### src/rtl/nor_seq_pkg.sv
// Shared encodings for the flash command sequencer.
// Assumes request codes 0..2 are operations and 3 is invalid.
package nor_seq_pkg;

    localparam logic [1:0] OP_READ  = 2'd0;
    localparam logic [1:0] OP_ERASE = 2'd1;
    localparam logic [1:0] OP_PROG  = 2'd2;

    localparam logic [7:0] CMD_WREN  = 8'h06;
    localparam logic [7:0] CMD_RDSR  = 8'h05;
    localparam logic [7:0] CMD_READ  = 8'h03;
    localparam logic [7:0] CMD_PROG  = 8'h02;
    localparam logic [7:0] CMD_ERASE = 8'hD8;

    typedef enum logic [2:0] {
        S_IDLE, S_POLL, S_WREN, S_CMD, S_DATA, S_GAP
    } seq_state_t;

    // Map a request code to the opcode of its main command frame.
    function automatic logic [7:0] main_opcode(input logic [1:0] op);
        case (op)
            OP_READ:  return CMD_READ;
            OP_ERASE: return CMD_ERASE;
            default:  return CMD_PROG;
        endcase
    endfunction

endpackage

### src/rtl/spi_byte_engine.sv
// Mode-0 byte shifter: sends one byte MSB first and captures one byte.
// Assumes start is only raised while busy is low; SCK idles low.
module spi_byte_engine #(
    parameter int SCK_HALF = 2
) (
    input  logic       clk,
    input  logic       rst_n,
    input  logic       start,
    input  logic [7:0] tx_byte,
    input  logic       miso,
    output logic       sck,
    output logic       mosi,
    output logic       busy,
    output logic       done,
    output logic [7:0] rx_byte
);
    localparam int DIV_W = (SCK_HALF > 1) ? $clog2(SCK_HALF) : 1;

    logic [DIV_W-1:0] div_q;
    logic [2:0]       bit_q;
    logic [7:0]       tx_q;
    logic [7:0]       rx_q;

    // Bit timing: rise samples MISO, fall advances to the next bit.
    always_ff @(posedge clk) begin
        if (!rst_n) begin
            div_q <= '0;
            bit_q <= '0;
            tx_q  <= '0;
            rx_q  <= '0;
            sck   <= 1'b0;
            busy  <= 1'b0;
            done  <= 1'b0;
        end else begin
            done <= 1'b0;
            if (!busy) begin
                if (start) begin
                    busy  <= 1'b1;
                    tx_q  <= tx_byte;
                    bit_q <= '0;
                    div_q <= '0;
                end
            end else if (div_q == DIV_W'(SCK_HALF - 1)) begin
                div_q <= '0;
                if (!sck) begin
                    sck  <= 1'b1;
                    rx_q <= {rx_q[6:0], miso};
                end else begin
                    sck <= 1'b0;
                    if (bit_q == 3'd7) begin
                        busy <= 1'b0;
                        done <= 1'b1;
                    end else begin
                        bit_q <= bit_q + 3'd1;
                        tx_q  <= {tx_q[6:0], 1'b0};
                    end
                end
            end else begin
                div_q <= div_q + DIV_W'(1);
            end
        end
    end

    assign mosi    = tx_q[7];
    assign rx_byte = rx_q;

endmodule

### src/rtl/nor_poll_counter.sv
// Counts busy status reads within one request.
// Assumes LIMIT >= 1; at_last is high when the next busy read is the final allowed one.
module nor_poll_counter #(
    parameter int LIMIT = 100000
) (
    input  logic clk,
    input  logic rst_n,
    input  logic clear,
    input  logic bump,
    output logic at_last
);
    localparam int CNT_W = $clog2(LIMIT + 1);

    logic [CNT_W-1:0] cnt_q;

    // Clear on a new request, advance on each busy read.
    always_ff @(posedge clk) begin
        if (!rst_n || clear) cnt_q <= '0;
        else if (bump)       cnt_q <= cnt_q + CNT_W'(1);
    end

    assign at_last = (cnt_q == CNT_W'(LIMIT - 1));

endmodule

### src/rtl/nor_cmd_seq.sv
// Flash command sequencer: status poll, optional write enable, command
// frame with 24-bit address, then payload streaming.
// Assumes a single outstanding request; wr_data is stable while wr_valid is high.
module nor_cmd_seq
    import nor_seq_pkg::*;
#(
    parameter int DEV_BYTES = 1048576,
    parameter int LEN_W     = 21,
    parameter int POLL_MAX  = 100000,
    parameter int SCK_HALF  = 2,
    parameter int CS_GAP    = 2
) (
    input  logic             clk,
    input  logic             rst_n,
    input  logic             req_valid,
    output logic             req_ready,
    input  logic [1:0]       req_op,
    input  logic [23:0]      req_addr,
    input  logic [LEN_W-1:0] req_len,
    input  logic [7:0]       wr_data,
    input  logic             wr_valid,
    output logic             wr_ready,
    output logic [7:0]       rd_data,
    output logic             rd_valid,
    output logic             done,
    output logic             err_reject,
    output logic             err_timeout,
    output logic [LEN_W-1:0] xfer_count,
    output logic             spi_sck,
    output logic             spi_cs_n,
    output logic             spi_mosi,
    input  logic             spi_miso
);
    localparam int GAP_W = $clog2(CS_GAP + 1);

    seq_state_t       st_q, after_q;
    logic [1:0]       bidx_q;
    logic             launched_q, cs_act_q;
    logic [1:0]       op_q;
    logic [23:0]      addr_q;
    logic [LEN_W-1:0] left_q, cnt_q;
    logic [GAP_W-1:0] gap_q;

    logic       eng_start, eng_busy, eng_done;
    logic [7:0] eng_tx, eng_rx;
    logic       sending, data_ok, modifies, req_bad, poll_last, poll_bump;
    logic [32:0] span_end;

    // Request screening and byte launch conditions.
    always_comb begin
        span_end  = 33'(req_addr) + ((req_op == OP_ERASE) ? 33'd1 : 33'(req_len));
        req_bad   = (req_op == 2'd3) || (span_end > 33'(DEV_BYTES));
        modifies  = (op_q == OP_ERASE) || (op_q == OP_PROG);
        sending   = (st_q == S_POLL) || (st_q == S_WREN) || (st_q == S_CMD) || (st_q == S_DATA);
        data_ok   = !((st_q == S_DATA) && (op_q == OP_PROG)) || wr_valid;
        eng_start = sending && !launched_q && !eng_busy && data_ok;
        poll_bump = (st_q == S_POLL) && eng_done && (bidx_q == 2'd1) && eng_rx[0];
    end

    // Select the byte to shift out in the current frame position.
    always_comb begin
        eng_tx = 8'h00;
        case (st_q)
            S_POLL: eng_tx = (bidx_q == 2'd0) ? CMD_RDSR : 8'h00;
            S_WREN: eng_tx = CMD_WREN;
            S_CMD: begin
                case (bidx_q)
                    2'd0:    eng_tx = main_opcode(op_q);
                    2'd1:    eng_tx = addr_q[23:16];
                    2'd2:    eng_tx = addr_q[15:8];
                    default: eng_tx = addr_q[7:0];
                endcase
            end
            S_DATA: eng_tx = (op_q == OP_PROG) ? wr_data : 8'h00;
            default: eng_tx = 8'h00;
        endcase
    end

    // Request sequencing across poll, write-enable, command and data frames.
    always_ff @(posedge clk) begin
        if (!rst_n) begin
            st_q        <= S_IDLE;
            after_q     <= S_IDLE;
            bidx_q      <= '0;
            launched_q  <= 1'b0;
            cs_act_q    <= 1'b0;
            op_q        <= OP_READ;
            addr_q      <= '0;
            left_q      <= '0;
            cnt_q       <= '0;
            gap_q       <= '0;
            done        <= 1'b0;
            err_reject  <= 1'b0;
            err_timeout <= 1'b0;
            rd_valid    <= 1'b0;
            rd_data     <= '0;
        end else begin
            done        <= 1'b0;
            err_reject  <= 1'b0;
            err_timeout <= 1'b0;
            rd_valid    <= 1'b0;
            if (eng_start) launched_q <= 1'b1;
            case (st_q)
                S_IDLE: if (req_valid) begin
                    op_q   <= req_op;
                    addr_q <= req_addr;
                    left_q <= req_len;
                    cnt_q  <= '0;
                    bidx_q <= '0;
                    if (req_bad) begin
                        done       <= 1'b1;
                        err_reject <= 1'b1;
                    end else begin
                        st_q     <= S_POLL;
                        cs_act_q <= 1'b1;
                    end
                end
                S_POLL: if (eng_done) begin
                    launched_q <= 1'b0;
                    if (bidx_q == 2'd0) begin
                        bidx_q <= 2'd1;
                    end else begin
                        cs_act_q <= 1'b0;
                        gap_q    <= '0;
                        if (!eng_rx[0]) begin
                            st_q    <= S_GAP;
                            after_q <= modifies ? S_WREN : S_CMD;
                        end else if (poll_last) begin
                            st_q        <= S_IDLE;
                            done        <= 1'b1;
                            err_timeout <= 1'b1;
                        end else begin
                            st_q    <= S_GAP;
                            after_q <= S_POLL;
                        end
                    end
                end
                S_WREN: if (eng_done) begin
                    launched_q <= 1'b0;
                    cs_act_q   <= 1'b0;
                    gap_q      <= '0;
                    after_q    <= S_CMD;
                    st_q       <= S_GAP;
                end
                S_CMD: if (eng_done) begin
                    launched_q <= 1'b0;
                    if (bidx_q != 2'd3) begin
                        bidx_q <= bidx_q + 2'd1;
                    end else if ((op_q != OP_ERASE) && (left_q != '0)) begin
                        st_q <= S_DATA;
                    end else begin
                        cs_act_q <= 1'b0;
                        done     <= 1'b1;
                        st_q     <= S_IDLE;
                    end
                end
                S_DATA: if (eng_done) begin
                    launched_q <= 1'b0;
                    cnt_q      <= cnt_q + LEN_W'(1);
                    left_q     <= left_q - LEN_W'(1);
                    if (op_q == OP_READ) begin
                        rd_valid <= 1'b1;
                        rd_data  <= eng_rx;
                    end
                    if (left_q == LEN_W'(1)) begin
                        cs_act_q <= 1'b0;
                        done     <= 1'b1;
                        st_q     <= S_IDLE;
                    end
                end
                S_GAP: begin
                    if (gap_q == GAP_W'(CS_GAP - 1)) begin
                        st_q     <= after_q;
                        cs_act_q <= 1'b1;
                        bidx_q   <= '0;
                    end else begin
                        gap_q <= gap_q + GAP_W'(1);
                    end
                end
                default: st_q <= S_IDLE;
            endcase
        end
    end

    spi_byte_engine #(.SCK_HALF(SCK_HALF)) u_engine (
        .clk     (clk),
        .rst_n   (rst_n),
        .start   (eng_start),
        .tx_byte (eng_tx),
        .miso    (spi_miso),
        .sck     (spi_sck),
        .mosi    (spi_mosi),
        .busy    (eng_busy),
        .done    (eng_done),
        .rx_byte (eng_rx)
    );

    nor_poll_counter #(.LIMIT(POLL_MAX)) u_poll (
        .clk     (clk),
        .rst_n   (rst_n),
        .clear   ((st_q == S_IDLE) && req_valid),
        .bump    (poll_bump),
        .at_last (poll_last)
    );

    assign req_ready  = (st_q == S_IDLE);
    assign wr_ready   = (st_q == S_DATA) && (op_q == OP_PROG) && !launched_q && !eng_busy;
    assign spi_cs_n   = !cs_act_q;
    assign xfer_count = cnt_q;

endmodule

### config.mk
export PLATFORM = sky130hd
export DESIGN_NAME = nor_cmd_seq
export DESIGN_NICKNAME = d
export VERILOG_FILES = /design/src/rtl/nor_seq_pkg.sv /design/src/rtl/spi_byte_engine.sv /design/src/rtl/nor_poll_counter.sv /design/src/rtl/nor_cmd_seq.sv
export SDC_FILE = /design/constraint.sdc
export NUM_CORES = 1
export LEC_CHECK = 0
export ABC_AREA = 1
export BUFFER_PORTS_ARGS = -buffer_cell sky130_fd_sc_hd__buf_2
export CORE_MARGIN = 2
export CORE_UTILIZATION = 40
export CTS_BUF_LIST = sky130_fd_sc_hd__clkbuf_4
export DETAILED_ROUTE_END_ITERATION = 10
export SYNTH_ARGS = -nofsm -noshare
export SYNTH_HDL_FRONTEND = slang
export SYNTH_HIERARCHICAL = 1
export SYNTH_SLANG_ARGS = --single-unit
export TNS_END_PERCENT = 20
### constraint.sdc
create_clock -name clk -period 2.8 [get_ports clk]
set_input_delay 0.14 -clock clk [delete_from_list [all_inputs] [get_ports clk]]
set_output_delay 0.14 -clock clk [all_outputs]
set_load 0.05 [all_outputs]
==> impl_summary.md <==
Outcome
The run finished with clean final reports.

STA
Setup repair after global routing left no endpoint under its margin. The ratio of final minimum period to clock period is 0.924. Counting I/O delays and the setup requirement, the final critical path takes 2.59 ns.

The final hold slack is 0.0635 ns. The headroom to the max-slew limit is 0.431. The fmax is 0.387 GHz. The slew at the pin with the worst max-slew slack is 0.851 ns. The worst-case clock skew is 0.0265 ns.

The total negative setup slack is 0 ns. The max-slew violation count came to 0. The final-report hold violation count was 0. Setup violations remaining at the end of the flow were counted as 0.

Global routing
The first-pass GRT wire length is 39,700 um. Entering global routing, the biggest net connects 57 pins. For this run, the total global-route usage over all layers was measured as 0.225. The overall overflow remaining after global route is 0.

The initial antenna violation count is 1. The number of global-route vias before repair was 8,115.

Drt
The final routed wirelength across all metal layers is 24,200 um. The routed via count divided by cell count is 4.95. The first detailed-routing pass ran for 4 iterations.

The via count is 8,806. The DRC violations left is 0. In this run the remaining antenna-violating nets after routing total 0. In this run, the number of DRC markers left after iteration 0 of detailed routing was 456. In the final routed layout, each cell accounts on average for 13.6 um.

Layout
In the final layout, the share of cells above drive strength 1 is 0.161. The layout-stage area growth over the synthesis result is 23.9%. Fill cells in the final layout number 2,178.

The net count of the finished layout is 1,594. The final design area excluding fillers is 0.0103 mm^2. The end-of-flow core utilization is 0.508.

Critical path
The data required time of the worst path is 3.30 ns. The critical path is of the reg2reg type. The worst setup path is launched from a flip-flop. The most used cell along the critical path is sky130_fd_sc_hd__inv_1. The delay of the slowest cell on the worst path is 0.53 ns. The arrival time reported for the critical path endpoint is 3.09 ns. The kind of capture point of the worst setup path is a flip-flop. The slowest stage of the critical path is the sky130_fd_sc_hd__nor4_1 cell. The total buffers and inverters traversed by the critical path is 5. The signal on the critical path passes through inv_1, nor2_1, inv_1, nor2_1, inv_1, nand2_1, inv_1, nand2_1, inv_1, nor4_1, nand2_4, nand3_1, nand2_1, nor2_1. The maximum fanout along the worst path is 19. In this design, the largest share of critical-path delay is due to simple AND/OR/NAND/NOR gates.

Floorplan
The initialized floorplan defines 52 standard-cell rows. The die is 148 um tall. The core region is 0.0203 mm^2. 98 I/O pins were placed. The starting density of the core is 0.410. The die footprint is 0.0220 mm^2. The floorplan die width is 148 um.

CTS
TritonCTS built the clock tree. The maximum clock insertion buffer count is 2. The H-tree was split into 4 levels.

CTS placed an instance of sky130_fd_sc_hd__clkbuf_4 at the clock tree root. The number of buffers created by CTS is 17. The later pin in the worst-skew pair is clocked with a latency of 0.56 ns. After clock tree synthesis, the clock-pin slew on the worst setup and hold paths is 0.12 ns. Once the clock tree was built, the setup fixing pass inserted 0 buffers. Clock tree synthesis found a total of 131 sinks.

Synth
The cell area after synthesis is 0.00832 mm^2. A synthesized cell averages 6.37 um^2. The Yosys warning count is 6. In the synthesized netlist the dominant register cell turns out to be sky130_fd_sc_hd__dfxtp_1.

Counting flops with an async set or reset pin after synthesis yields a share of 0. After synthesis, the netlist uses 48 different library cells. The sequential cell area fraction in the yosys report is 0.315. The synthesized net count is 1,405.

In this run, synthesis inferred 0 flip-flops with an integrated enable. The number of synthesized register bits is 131. After technology mapping, the gate count stands at 1,307.

Power
The reported leakage power is 4.93 nW. Dividing total power by cell area gives a power density of 708 mW/mm^2. The maximum resistive drop on vdd is 0.000339 V. The completed layout was analyzed and its total power is 0.00730 W.

Placement
In this run the cell area measured after placement is 0.00946 mm^2. The post-DP HPWL is 18,800 um. The placer congestion estimate is 0.943.

The count of input and output buffers is 97.

Hold path
The min-delay analysis places its worst path in the category in2reg.

Flow run
The reported max-cap violation count is 0.
==> what timing repair did <==
item	CTS	global route
endpoints found under the setup margin	0	5
hold buffers	46	0
hold endpoints to repair	47	0
gates resized for setup	0	17
==> state kept, by name (all words and copies together) (netlist names), 3 cells and up <==
register and cells:
u_engine/tx_q 8, u_engine/bit_q 3, u_poll/cnt_q 17, u_engine/rx_byte 8, addr_q 24, st_q 3
rd_data 8, xfer_count 21, left_q 21
==> cells in the final DEF (no fill, tap or decap), types with 3 or more instances in the layout <==
cell type and n:
sky130_fd_sc_hd__nand2_1 265, sky130_fd_sc_hd__xnor2_1 7, sky130_fd_sc_hd__dfxtp_1 130, sky130_fd_sc_hd__nand2_2 14
sky130_fd_sc_hd__nor3_2 4, sky130_fd_sc_hd__inv_6 3, sky130_fd_sc_hd__o211ai_1 3, sky130_fd_sc_hd__a31oi_1 6
sky130_fd_sc_hd__o221ai_1 6, sky130_fd_sc_hd__clkinv_4 3, sky130_fd_sc_hd__nor4_1 4, sky130_fd_sc_hd__inv_1 205
sky130_fd_sc_hd__dlygate4sd3_1 46, sky130_fd_sc_hd__ha_1 36, sky130_fd_sc_hd__a211oi_1 5, sky130_fd_sc_hd__a21oi_2 3
sky130_fd_sc_hd__o21ai_0 117, sky130_fd_sc_hd__nor2_1 153, sky130_fd_sc_hd__buf_2 96, sky130_fd_sc_hd__a22oi_1 5
sky130_fd_sc_hd__clkbuf_4 18, sky130_fd_sc_hd__nor2_2 7, sky130_fd_sc_hd__nor2_4 9, sky130_fd_sc_hd__buf_4 59
sky130_fd_sc_hd__nand4_1 20, sky130_fd_sc_hd__nand3b_1 3, sky130_fd_sc_hd__a21oi_1 121, sky130_fd_sc_hd__xor2_1 7
sky130_fd_sc_hd__nand3_1 76, sky130_fd_sc_hd__o31ai_1 3, sky130_fd_sc_hd__and3_1 3, sky130_fd_sc_hd__inv_2 6
sky130_fd_sc_hd__bufinv_16 4, sky130_fd_sc_hd__nor3_1 27
==> report_power, final <==
| part | total [W] | switching (W) | internal, W |
|---|---|---|---|
| Clock | 0.00150 | 0.000769 | 0.000733 |
| Sequential | 0.00242 | 0.000219 | 0.00220 |
| Combinational | 0.00338 | 0.00222 | 0.00115 |
| Total | 0.00730 | 0.00321 | 0.00409 |
==> worst register-to-register path, cell delays in order, from the launching register on <==
cell and delay [ns]:
sky130_fd_sc_hd__dfxtp_1 0.36, sky130_fd_sc_hd__inv_1 0.11, sky130_fd_sc_hd__nor2_1 0.15, sky130_fd_sc_hd__inv_1 0.07
sky130_fd_sc_hd__nor2_1 0.32, sky130_fd_sc_hd__inv_1 0.10, sky130_fd_sc_hd__nand2_1 0.07, sky130_fd_sc_hd__inv_1 0.05
sky130_fd_sc_hd__nand2_1 0.14, sky130_fd_sc_hd__inv_1 0.06, sky130_fd_sc_hd__nor4_1 0.53, sky130_fd_sc_hd__nand2_4 0.26
sky130_fd_sc_hd__nand3_1 0.17, sky130_fd_sc_hd__nand2_1 0.07, sky130_fd_sc_hd__nor2_1 0.10
==> Yosys cell counts, types with 10 or more instances <==
cell	count	area, um^2
sky130_fd_sc_hd__nand4_1	20	125
sky130_fd_sc_hd__dfxtp_1	131	2620
sky130_fd_sc_hd__nand3_1	77	385
sky130_fd_sc_hd__inv_1	205	769
sky130_fd_sc_hd__o21ai_0	117	586
sky130_fd_sc_hd__clkbuf_1	25	93.8
sky130_fd_sc_hd__ha_1	37	463
sky130_fd_sc_hd__a21oi_1	123	616
sky130_fd_sc_hd__nor2_1	157	589
sky130_fd_sc_hd__nor3_1	27	135
sky130_fd_sc_hd__nand2_1	269	1010
sky130_fd_sc_hd__nand2_2	10	62.6
==> cell families after synthesis <==
group	after synthesis	synth area share
xor+xnor	14	0.0147
buf+inv	245	0.114
simple gates	597	0.315
fa+ha+maj	38	0.0580
compound gates	282	0.183
flops	131	0.315
==> metal layers <==
| metal | global-route usage | vias up | routed length (um) |
|---|---|---|---|
| li1 | - | 4637 | - |
| met1 | 0.317 | 3963 | 12100 |
| met2 | 0.358 | 183 | 10700 |
| met3 | 0.0356 | 23 | 1050 |
| met4 | 0.0586 | 0 | 355 |
| met5 | 0 | - | 0 |
==> final cells by class <==
cell class / instances / area, um^2 / share of cell area
tap: 270 / 338 / 0.0328
antenna: 1 / 2.50 / 0.000243
multi-input combinational: 931 / 4800 / 0.466
timing repair buffer: 203 / 1420 / 0.137
clock inverter: 14 / 201 / 0.0195
clock buffer: 18 / 135 / 0.0131
sequential: 131 / 2620 / 0.254
inverter: 212 / 796 / 0.0772
==> through the flow <==
step | setup slack (ns) | std cells
floorplan | 0.240 | 1307
global placement | -0.213 | 1701
detailed placement | -0.275 | 1701
CTS | 0.211 | 1779
global route | 0.00346 | 1780
finish | 0.213 | 1780
==> worst paths after layout <==
kind	startpoint	endpoint	slack [ns]	cells after the start
min reg2reg	rd_data[6]	rd_data[6]	0.45	2
max reg2reg	st_q[0]	u_engine/tx_q[1]	0.21	14
max	st_q[0]	u_engine/tx_q[1]	0.21	14
min	req_len[2]	left_q[2]	0.06	5
Power figures use the tool's default switching activity.
